[config.mk]
export PLATFORM = sky130hd
export DESIGN_NAME = cpu_io_window_decoder
export DESIGN_NICKNAME = d
export VERILOG_FILES = /design/src/rtl/cpuwin_pkg.sv /design/src/rtl/win_cfg_regs.sv /design/src/rtl/win_clip.sv /design/src/rtl/win_hit.sv /design/src/rtl/cpu_io_window_decoder.sv
export SDC_FILE = /design/constraint.sdc
export NUM_CORES = 1
export LEC_CHECK = 0
export BUFFER_PORTS_ARGS = -buffer_cell sky130_fd_sc_hd__buf_2
export CAP_MARGIN = 30
export CORE_UTILIZATION = 55
export DETAILED_ROUTE_END_ITERATION = 7
export PLACE_DENSITY = 0.78
export SLEW_MARGIN = 15
export SYNTH_ARGS = -nofsm -noshare
export SYNTH_HDL_FRONTEND = slang
export SYNTH_SLANG_ARGS = --single-unit
[constraint.sdc]
create_clock -name clk -period 10.74 [get_ports clk]
set_clock_uncertainty 0.2 [all_clocks]
set_input_delay 0.537 -clock clk [delete_from_list [all_inputs] [get_ports clk]]
set_output_delay 0.537 -clock clk [all_outputs]
set_load 0.02 [all_outputs]
[src/rtl/cpuwin_pkg.sv]
package cpuwin_pkg;

  typedef enum logic [1:0] {
    SEL_BASE  = 2'd0,
    SEL_LIMIT = 2'd1,
    SEL_XLAT  = 2'd2,
    SEL_NONE  = 2'd3
  } win_sel_e;

  // Half-open address span [bgn, fin)
  typedef struct packed {
    logic [63:0] bgn;
    logic [63:0] fin;
  } span_t;

  function automatic logic [63:0] low_bits(input logic [63:0] v, input int w);
    return v & ((64'd1 << w) - 64'd1);
  endfunction

  function automatic logic cfg_ok(input logic [63:0] base, input logic [63:0] limit,
                                  input int lim_w);
    return low_bits(base, lim_w) <= limit;
  endfunction

  function automatic span_t raw_span(input logic [63:0] base, input logic [63:0] limit,
                                     input int sh, input int lim_w);
    span_t s;
    s.bgn = base << sh;
    s.fin = s.bgn + ((limit + 64'd1 - low_bits(base, lim_w)) << sh);
    return s;
  endfunction

  // Move window edges out of two holes; order of the steps matters.
  function automatic span_t clip_span(input span_t w, input span_t ha, input span_t hb);
    logic [63:0] b;
    logic [63:0] e;
    b = w.bgn;
    e = w.fin;
    if (e >= ha.bgn && e < ha.fin) e = ha.bgn;
    if (b >= ha.bgn && b < ha.fin) b = ha.fin;
    if (e >= hb.bgn && e < hb.fin) e = hb.bgn;
    if (b >= hb.bgn && b < hb.fin) b = hb.fin;
    if (e >= ha.fin && b < ha.bgn) e = ha.bgn;
    if (e >= hb.fin && b < hb.bgn) e = hb.bgn;
    clip_span.bgn = b;
    clip_span.fin = e;
  endfunction

endpackage

[src/rtl/win_cfg_regs.sv]
module win_cfg_regs
  import cpuwin_pkg::*;
#(
  parameter int BASE_W = 15,
  parameter int LIM_W  = 7,
  parameter int XL_W   = 11,
  parameter int DW     = 32,
  parameter logic [BASE_W-1:0] RST_BASE  = 15'h080,
  parameter logic [LIM_W-1:0]  RST_LIMIT = 7'h0F,
  parameter logic [XL_W-1:0]   RST_XLAT  = 11'h080
) (
  input  logic              clk,
  input  logic              rst,
  input  logic              cfg_we,
  input  logic [1:0]        cfg_sel,
  input  logic [DW-1:0]     cfg_wdata,
  input  logic [1:0]        rd_sel,
  output logic [DW-1:0]     rd_data,
  output logic [BASE_W-1:0] base_nx,
  output logic [LIM_W-1:0]  limit_nx,
  output logic              cfg_wr
);

  logic [BASE_W-1:0] base_q;
  logic [LIM_W-1:0]  limit_q;
  logic [XL_W-1:0]   xlat_q;
  logic [DW-1:0]     rd_q;
  logic              wr_base, wr_limit;

  assign wr_base  = cfg_we && (win_sel_e'(cfg_sel) == SEL_BASE);
  assign wr_limit = cfg_we && (win_sel_e'(cfg_sel) == SEL_LIMIT);
  assign cfg_wr   = wr_base || wr_limit;
  assign base_nx  = wr_base  ? cfg_wdata[BASE_W-1:0] : base_q;
  assign limit_nx = wr_limit ? cfg_wdata[LIM_W-1:0]  : limit_q;

  always_ff @(posedge clk) begin
    if (rst) begin
      base_q  <= RST_BASE;
      limit_q <= RST_LIMIT;
      xlat_q  <= RST_XLAT;
    end else begin
      if (wr_base) begin
        base_q <= cfg_wdata[BASE_W-1:0];
        xlat_q <= cfg_wdata[XL_W-1:0];
      end
      if (wr_limit) limit_q <= cfg_wdata[LIM_W-1:0];
    end
  end

  always_ff @(posedge clk) begin
    if (rst) begin
      rd_q <= '0;
    end else begin
      unique case (win_sel_e'(rd_sel))
        SEL_BASE:  rd_q <= DW'(base_q);
        SEL_LIMIT: rd_q <= DW'(limit_q);
        SEL_XLAT:  rd_q <= DW'(xlat_q);
        default:   rd_q <= '0;
      endcase
    end
  end

  assign rd_data = rd_q;

  assert_xlat_follows_base_R2: assert property (@(posedge clk) disable iff (rst)
    wr_base |=> (xlat_q == $past(cfg_wdata[XL_W-1:0])));

  assert_base_holds_R1: assert property (@(posedge clk) disable iff (rst)
    !wr_base |=> $stable(base_q));

  assert_limit_holds_R1: assert property (@(posedge clk) disable iff (rst)
    !wr_limit |=> $stable(limit_q));

  assert_rd_upper_zero_R10: assert property (@(posedge clk) disable iff (rst)
    rd_q[DW-1:BASE_W] == '0);

endmodule

[src/rtl/win_clip.sv]
module win_clip
  import cpuwin_pkg::*;
#(
  parameter int BASE_W = 15,
  parameter int LIM_W  = 7,
  parameter int GRAN_SH = 21,
  parameter int EW     = 37,
  parameter logic [EW-1:0] HA_LO = 37'h01E000000,
  parameter logic [EW-1:0] HA_HI = 37'h01F100000,
  parameter logic [EW-1:0] HB_LO = 37'h01FC00000,
  parameter logic [EW-1:0] HB_HI = 37'h01FD00000
) (
  input  logic [BASE_W-1:0] base_nx,
  input  logic [LIM_W-1:0]  limit_nx,
  output logic [EW-1:0]     cand_bgn,
  output logic [EW-1:0]     cand_fin,
  output logic              cand_ok
);

  span_t raw, clipped, ha, hb;

  always_comb begin
    ha.bgn   = 64'(HA_LO);
    ha.fin   = 64'(HA_HI);
    hb.bgn   = 64'(HB_LO);
    hb.fin   = 64'(HB_HI);
    raw      = raw_span(64'(base_nx), 64'(limit_nx), GRAN_SH, LIM_W);
    clipped  = clip_span(raw, ha, hb);
    cand_ok  = cfg_ok(64'(base_nx), 64'(limit_nx), LIM_W);
    cand_bgn = clipped.bgn[EW-1:0];
    cand_fin = clipped.fin[EW-1:0];
  end

endmodule

[src/rtl/win_hit.sv]
module win_hit #(
  parameter int PA_W = 36,
  parameter int EW   = 37,
  parameter logic [EW-1:0] RST_BGN = '0,
  parameter logic [EW-1:0] RST_FIN = '0,
  parameter logic [EW-1:0] HA_LO = 37'h01E000000,
  parameter logic [EW-1:0] HA_HI = 37'h01F100000,
  parameter logic [EW-1:0] HB_LO = 37'h01FC00000,
  parameter logic [EW-1:0] HB_HI = 37'h01FD00000
) (
  input  logic            clk,
  input  logic            rst,
  input  logic            upd,
  input  logic [EW-1:0]   cand_bgn,
  input  logic [EW-1:0]   cand_fin,
  input  logic [PA_W-1:0] cpu_addr,
  output logic            hit,
  output logic [EW-1:0]   start,
  output logic [EW-1:0]   length
);

  localparam logic [EW-1:0] RST_LEN = (RST_FIN > RST_BGN) ? (RST_FIN - RST_BGN) : '0;

  logic [EW-1:0] bgn_q, fin_q, len_q;
  logic          hit_q;
  logic [EW-1:0] addr_x;

  assign addr_x = {{(EW-PA_W){1'b0}}, cpu_addr};

  always_ff @(posedge clk) begin
    if (rst) begin
      bgn_q <= RST_BGN;
      fin_q <= RST_FIN;
      len_q <= RST_LEN;
    end else if (upd) begin
      bgn_q <= cand_bgn;
      fin_q <= cand_fin;
      len_q <= (cand_fin > cand_bgn) ? (cand_fin - cand_bgn) : '0;
    end
  end

  always_ff @(posedge clk) begin
    if (rst) hit_q <= 1'b0;
    else     hit_q <= (addr_x >= bgn_q) && (addr_x < fin_q);
  end

  assign hit    = hit_q;
  assign start  = bgn_q;
  assign length = len_q;

  assert_map_holds_R5: assert property (@(posedge clk) disable iff (rst)
    !upd |=> ($stable(bgn_q) && $stable(fin_q) && $stable(len_q)));

  assert_no_hole_hit_R8: assert property (@(posedge clk) disable iff (rst)
    hit_q |-> !(($past(addr_x) >= HA_LO && $past(addr_x) < HA_HI) ||
                ($past(addr_x) >= HB_LO && $past(addr_x) < HB_HI)));

  assert_hit_in_window_R4: assert property (@(posedge clk) disable iff (rst)
    (hit_q && $stable(bgn_q)) |-> ($past(addr_x) >= bgn_q));

endmodule

[src/rtl/cpu_io_window_decoder.sv]
module cpu_io_window_decoder
  import cpuwin_pkg::*;
#(
  parameter int PA_W    = 36,
  parameter int DW      = 32,
  parameter int BASE_W  = 15,
  parameter int LIM_W   = 7,
  parameter int XL_W    = 11,
  parameter int GRAN_SH = 21,
  parameter logic [BASE_W-1:0] RST_BASE  = 15'h080,
  parameter logic [LIM_W-1:0]  RST_LIMIT = 7'h0F,
  parameter logic [XL_W-1:0]   RST_XLAT  = 11'h080,
  parameter logic [PA_W:0] HA_LO = 37'h01E000000,
  parameter logic [PA_W:0] HA_HI = 37'h01F100000,
  parameter logic [PA_W:0] HB_LO = 37'h01FC00000,
  parameter logic [PA_W:0] HB_HI = 37'h01FD00000
) (
  input  logic            clk,
  input  logic            rst,
  input  logic            cfg_we,
  input  logic [1:0]      cfg_sel,
  input  logic [DW-1:0]   cfg_wdata,
  input  logic [1:0]      rd_sel,
  output logic [DW-1:0]   rd_data,
  input  logic [PA_W-1:0] cpu_addr,
  output logic            win_hit,
  output logic [PA_W:0]   win_start,
  output logic [PA_W:0]   win_length
);

  localparam int EW = PA_W + 1;
  localparam span_t HOLE_A = '{bgn: 64'(HA_LO), fin: 64'(HA_HI)};
  localparam span_t HOLE_B = '{bgn: 64'(HB_LO), fin: 64'(HB_HI)};
  localparam span_t RST_SPAN =
    clip_span(raw_span(64'(RST_BASE), 64'(RST_LIMIT), GRAN_SH, LIM_W), HOLE_A, HOLE_B);

  logic [BASE_W-1:0] base_nx;
  logic [LIM_W-1:0]  limit_nx;
  logic              cfg_wr, cand_ok;
  logic [EW-1:0]     cand_bgn, cand_fin;

  win_cfg_regs #(
    .BASE_W(BASE_W), .LIM_W(LIM_W), .XL_W(XL_W), .DW(DW),
    .RST_BASE(RST_BASE), .RST_LIMIT(RST_LIMIT), .RST_XLAT(RST_XLAT)
  ) regs_i (
    .clk(clk), .rst(rst), .cfg_we(cfg_we), .cfg_sel(cfg_sel), .cfg_wdata(cfg_wdata),
    .rd_sel(rd_sel), .rd_data(rd_data), .base_nx(base_nx), .limit_nx(limit_nx),
    .cfg_wr(cfg_wr)
  );

  win_clip #(
    .BASE_W(BASE_W), .LIM_W(LIM_W), .GRAN_SH(GRAN_SH), .EW(EW),
    .HA_LO(HA_LO), .HA_HI(HA_HI), .HB_LO(HB_LO), .HB_HI(HB_HI)
  ) clip_i (
    .base_nx(base_nx), .limit_nx(limit_nx),
    .cand_bgn(cand_bgn), .cand_fin(cand_fin), .cand_ok(cand_ok)
  );

  win_hit #(
    .PA_W(PA_W), .EW(EW),
    .RST_BGN(RST_SPAN.bgn[EW-1:0]), .RST_FIN(RST_SPAN.fin[EW-1:0]),
    .HA_LO(HA_LO), .HA_HI(HA_HI), .HB_LO(HB_LO), .HB_HI(HB_HI)
  ) hit_i (
    .clk(clk), .rst(rst), .upd(cfg_wr && cand_ok),
    .cand_bgn(cand_bgn), .cand_fin(cand_fin), .cpu_addr(cpu_addr),
    .hit(win_hit), .start(win_start), .length(win_length)
  );

endmodule

==> results_dict.tcl <==
set metrics [dict create \
    ys_seq_area_frac 0.253 \
    num_antenna_cells 0 \
    vias_per_cell 5.75 \
    hold_start "cfg_wdata[7]" \
    worstPathRequired_ns 10.73 \
    r2r_start "regs_i.limit_q[1]" \
    grt_pass1_wl_um 31000 \
    synth_cells 971 \
    synth_top_cell_by_area "dfxtp_1" \
    post_cts_buffers 0 \
    setup_ws_ns 2.02 \
    yosysTopAreaCellShare 0.253 \
    drive_above_1_share 0.164 \
    root_buffer "clkbuf_16" \
    finalSetupTns_ns 0 \
    yosys_register_bits 98 \
    hold_viol_final 0 \
    min_path_type "input pin to flip-flop" \
    synthFlopType "dfxtp_1" \
    overflow 0 \
    period_needed_ns 8.72 \
    drc 0 \
    ant_nets 0 \
    vdd_drop_max_mv 0.0983 \
    drv_slew 0 \
    fill_cells 1241 \
    finalPower_mw 1.54 \
    maxSlewHeadroom 0.394 \
    fin_crit_sh 0.812 \
    die-width_um 121 \
    outcome "completed" \
    dp_cells 1231 \
    cts_inserted_buffers 9 \
    fin_util 0.619 \
    cts_resized 0 \
    fp.dieH_um 121 \
    first_pass_iters 5 \
    clock-sinks 98 \
    yosysWarnings 0 \
    cts_hold_buf 0 \
    antenna_found_initial 0 \
    power.leakage_nw 3.98 \
    crit_type "input pin to flip-flop" \
    area_delta_synth_final_pct 10.4 \
    rsz0062_at_grt "false" \
    p_per_area_mw_per_mm2 180 \
    gp_congestion 0.950 \
    num_vias 7181 \
    dpl-instance-area_sq_mm 0.00825 \
    start_kind "input pin" \
    grt_max_degree 91 \
    clk_path_buf_depth 2 \
    ys_types 78 \
    wirelength_um 19500 \
    grtUsageTotal 0.266 \
    insertion_delay_ns 0.35 \
    final_cell_mix "106 x buf_2, 100 x nor2_1, 98 x dfxtp_1, 77 x nand2_1, 76 x ha_1" \
    detail_route.iter0.violations 453 \
    synth_area_leaders "dfxtp_1 25%, ha_1 12%, buf_4 5.6%, nor2_1 4.9%, a21oi_1 4.2%" \
    arrival_ns 8.71 \
    pin_count 182 \
    max_stage_delay_ns 0.51 \
    syn_area_per_cell_sq_um 7.99 \
    cap_violations 0 \
    multiInputGateArea_sq_mm 0.00517 \
    synth_area_sq_mm 0.00775 \
    post_layout_nonfiller_instances 1248 \
    startpoint "cfg_sel[1]" \
    fmax_mhz 115 \
    core_sq_mm 0.0138 \
    clk_pin_slew_ns 0.07 \
    crit_fanout 17 \
    hold-worst-slack_ns 0.241 \
    start_util 0.561 \
    wl_per_cell_um 15.6 \
    setup_viol 0 \
    critPathMostFrequentCell "a21o_1" \
    io_buffers 106 \
    dp_slack_ns 1.84 \
    register_area_sq_mm 0.00196 \
    nets 1217 \
    worst_pin_slew_ns 0.910 \
    synth-edff-count 0 \
    htree_num_levels 3 \
    synthArstFlopShare 0 \
    grt_pass1_vias 6303 \
    critical_path.slowest_cell "nand3b_1" \
    dp_hpwl_um 15000 \
    final_common_cell "buf_2" \
    dieArea_sq_mm 0.0146 \
    critPathCaptureType "flip-flop" \
    design_area_sq_mm 0.00856 \
    cts_tree "built" \
    rows 43 \
]
sequential cells by signal (all words and copies together), names as in the netlist:
name,count
regs_i.base_q,15
hit_i.start,16
regs_i.xlat_q,11
regs_i.limit_q,7
hit_i.hit,1
hit_i.length,17
hit_i.fin_q,16
regs_i.rd_data,15
cell usage after synthesis (all sizes together) (18+ instances only):
cell type  instances
nand2             77
inv               66
buf               69
nor3              35
a21oi             66
nand3             18
a211oi            26
clkbuf            28
o21ai             35
a21o              26
ha                76
xnor2             19
nor2             101
mux2i             29
dfxtp             98
final cells by class:
type,count,area share
tap,180,0.0263
sequential,98,0.229
timing repair buffer,121,0.0755
multi-input combinational,767,0.604
clock buffer,9,0.0263
clock inverter,7,0.0102
inverter,66,0.0289
where the power goes:
| part | switching, mW | internal (mW) | leakage, nW |
|---|---|---|---|
| logic | 0.493 | 0.304 | 3.03 |
| registers | 0.0151 | 0.390 | 0.798 |
| clock network | 0.153 | 0.186 | 0.151 |
| total | 0.661 | 0.879 | 3.98 |
per-layer routing:
| metal | GRT usage | up-vias | share of wire |
|---|---|---|---|
| met4 | 0.0802 | 0 | 0.019 |
| met3 | 0.0368 | 35 | 0.063 |
| li1 | - | 3525 | - |
| met1 | 0.354 | 3332 | 0.45 |
| met5 | 0 | - | 0 |
| met2 | 0.446 | 289 | 0.47 |
kinds of logic after synthesis:
group           count (synthesis)  synth area share
mux                            33            0.0432
flops                          98             0.253
buf+inv                       163             0.109
fa+ha+maj                      79             0.130
simple gates                  330             0.216
xor+xnor                       31            0.0350
compound gates                236             0.213
other cells                     1          0.000484
critical path: cells and delay by family:
family | cells | cell delay, ns
compound gates | 15 | 3.62
fa+ha+maj | 4 | 1.54
simple gates | 6 | 1.53
buf+inv | 4 | 0.61
mux | 1 | 0.50
xor+xnor | 1 | 0.35
path summary, 6_finish.rpt:
check                                   endpoint  slack, ns  cells past startpoint
worst max-delay path            hit_i.length[22]       2.02                     31
worst min-delay path            regs_i.xlat_q[7]       0.24                      3
worst max register to register  hit_i.length[22]       2.64                     29
worst min register to register  regs_i.xlat_q[0]       0.26                      2
(Power assumes the default switching activity.)
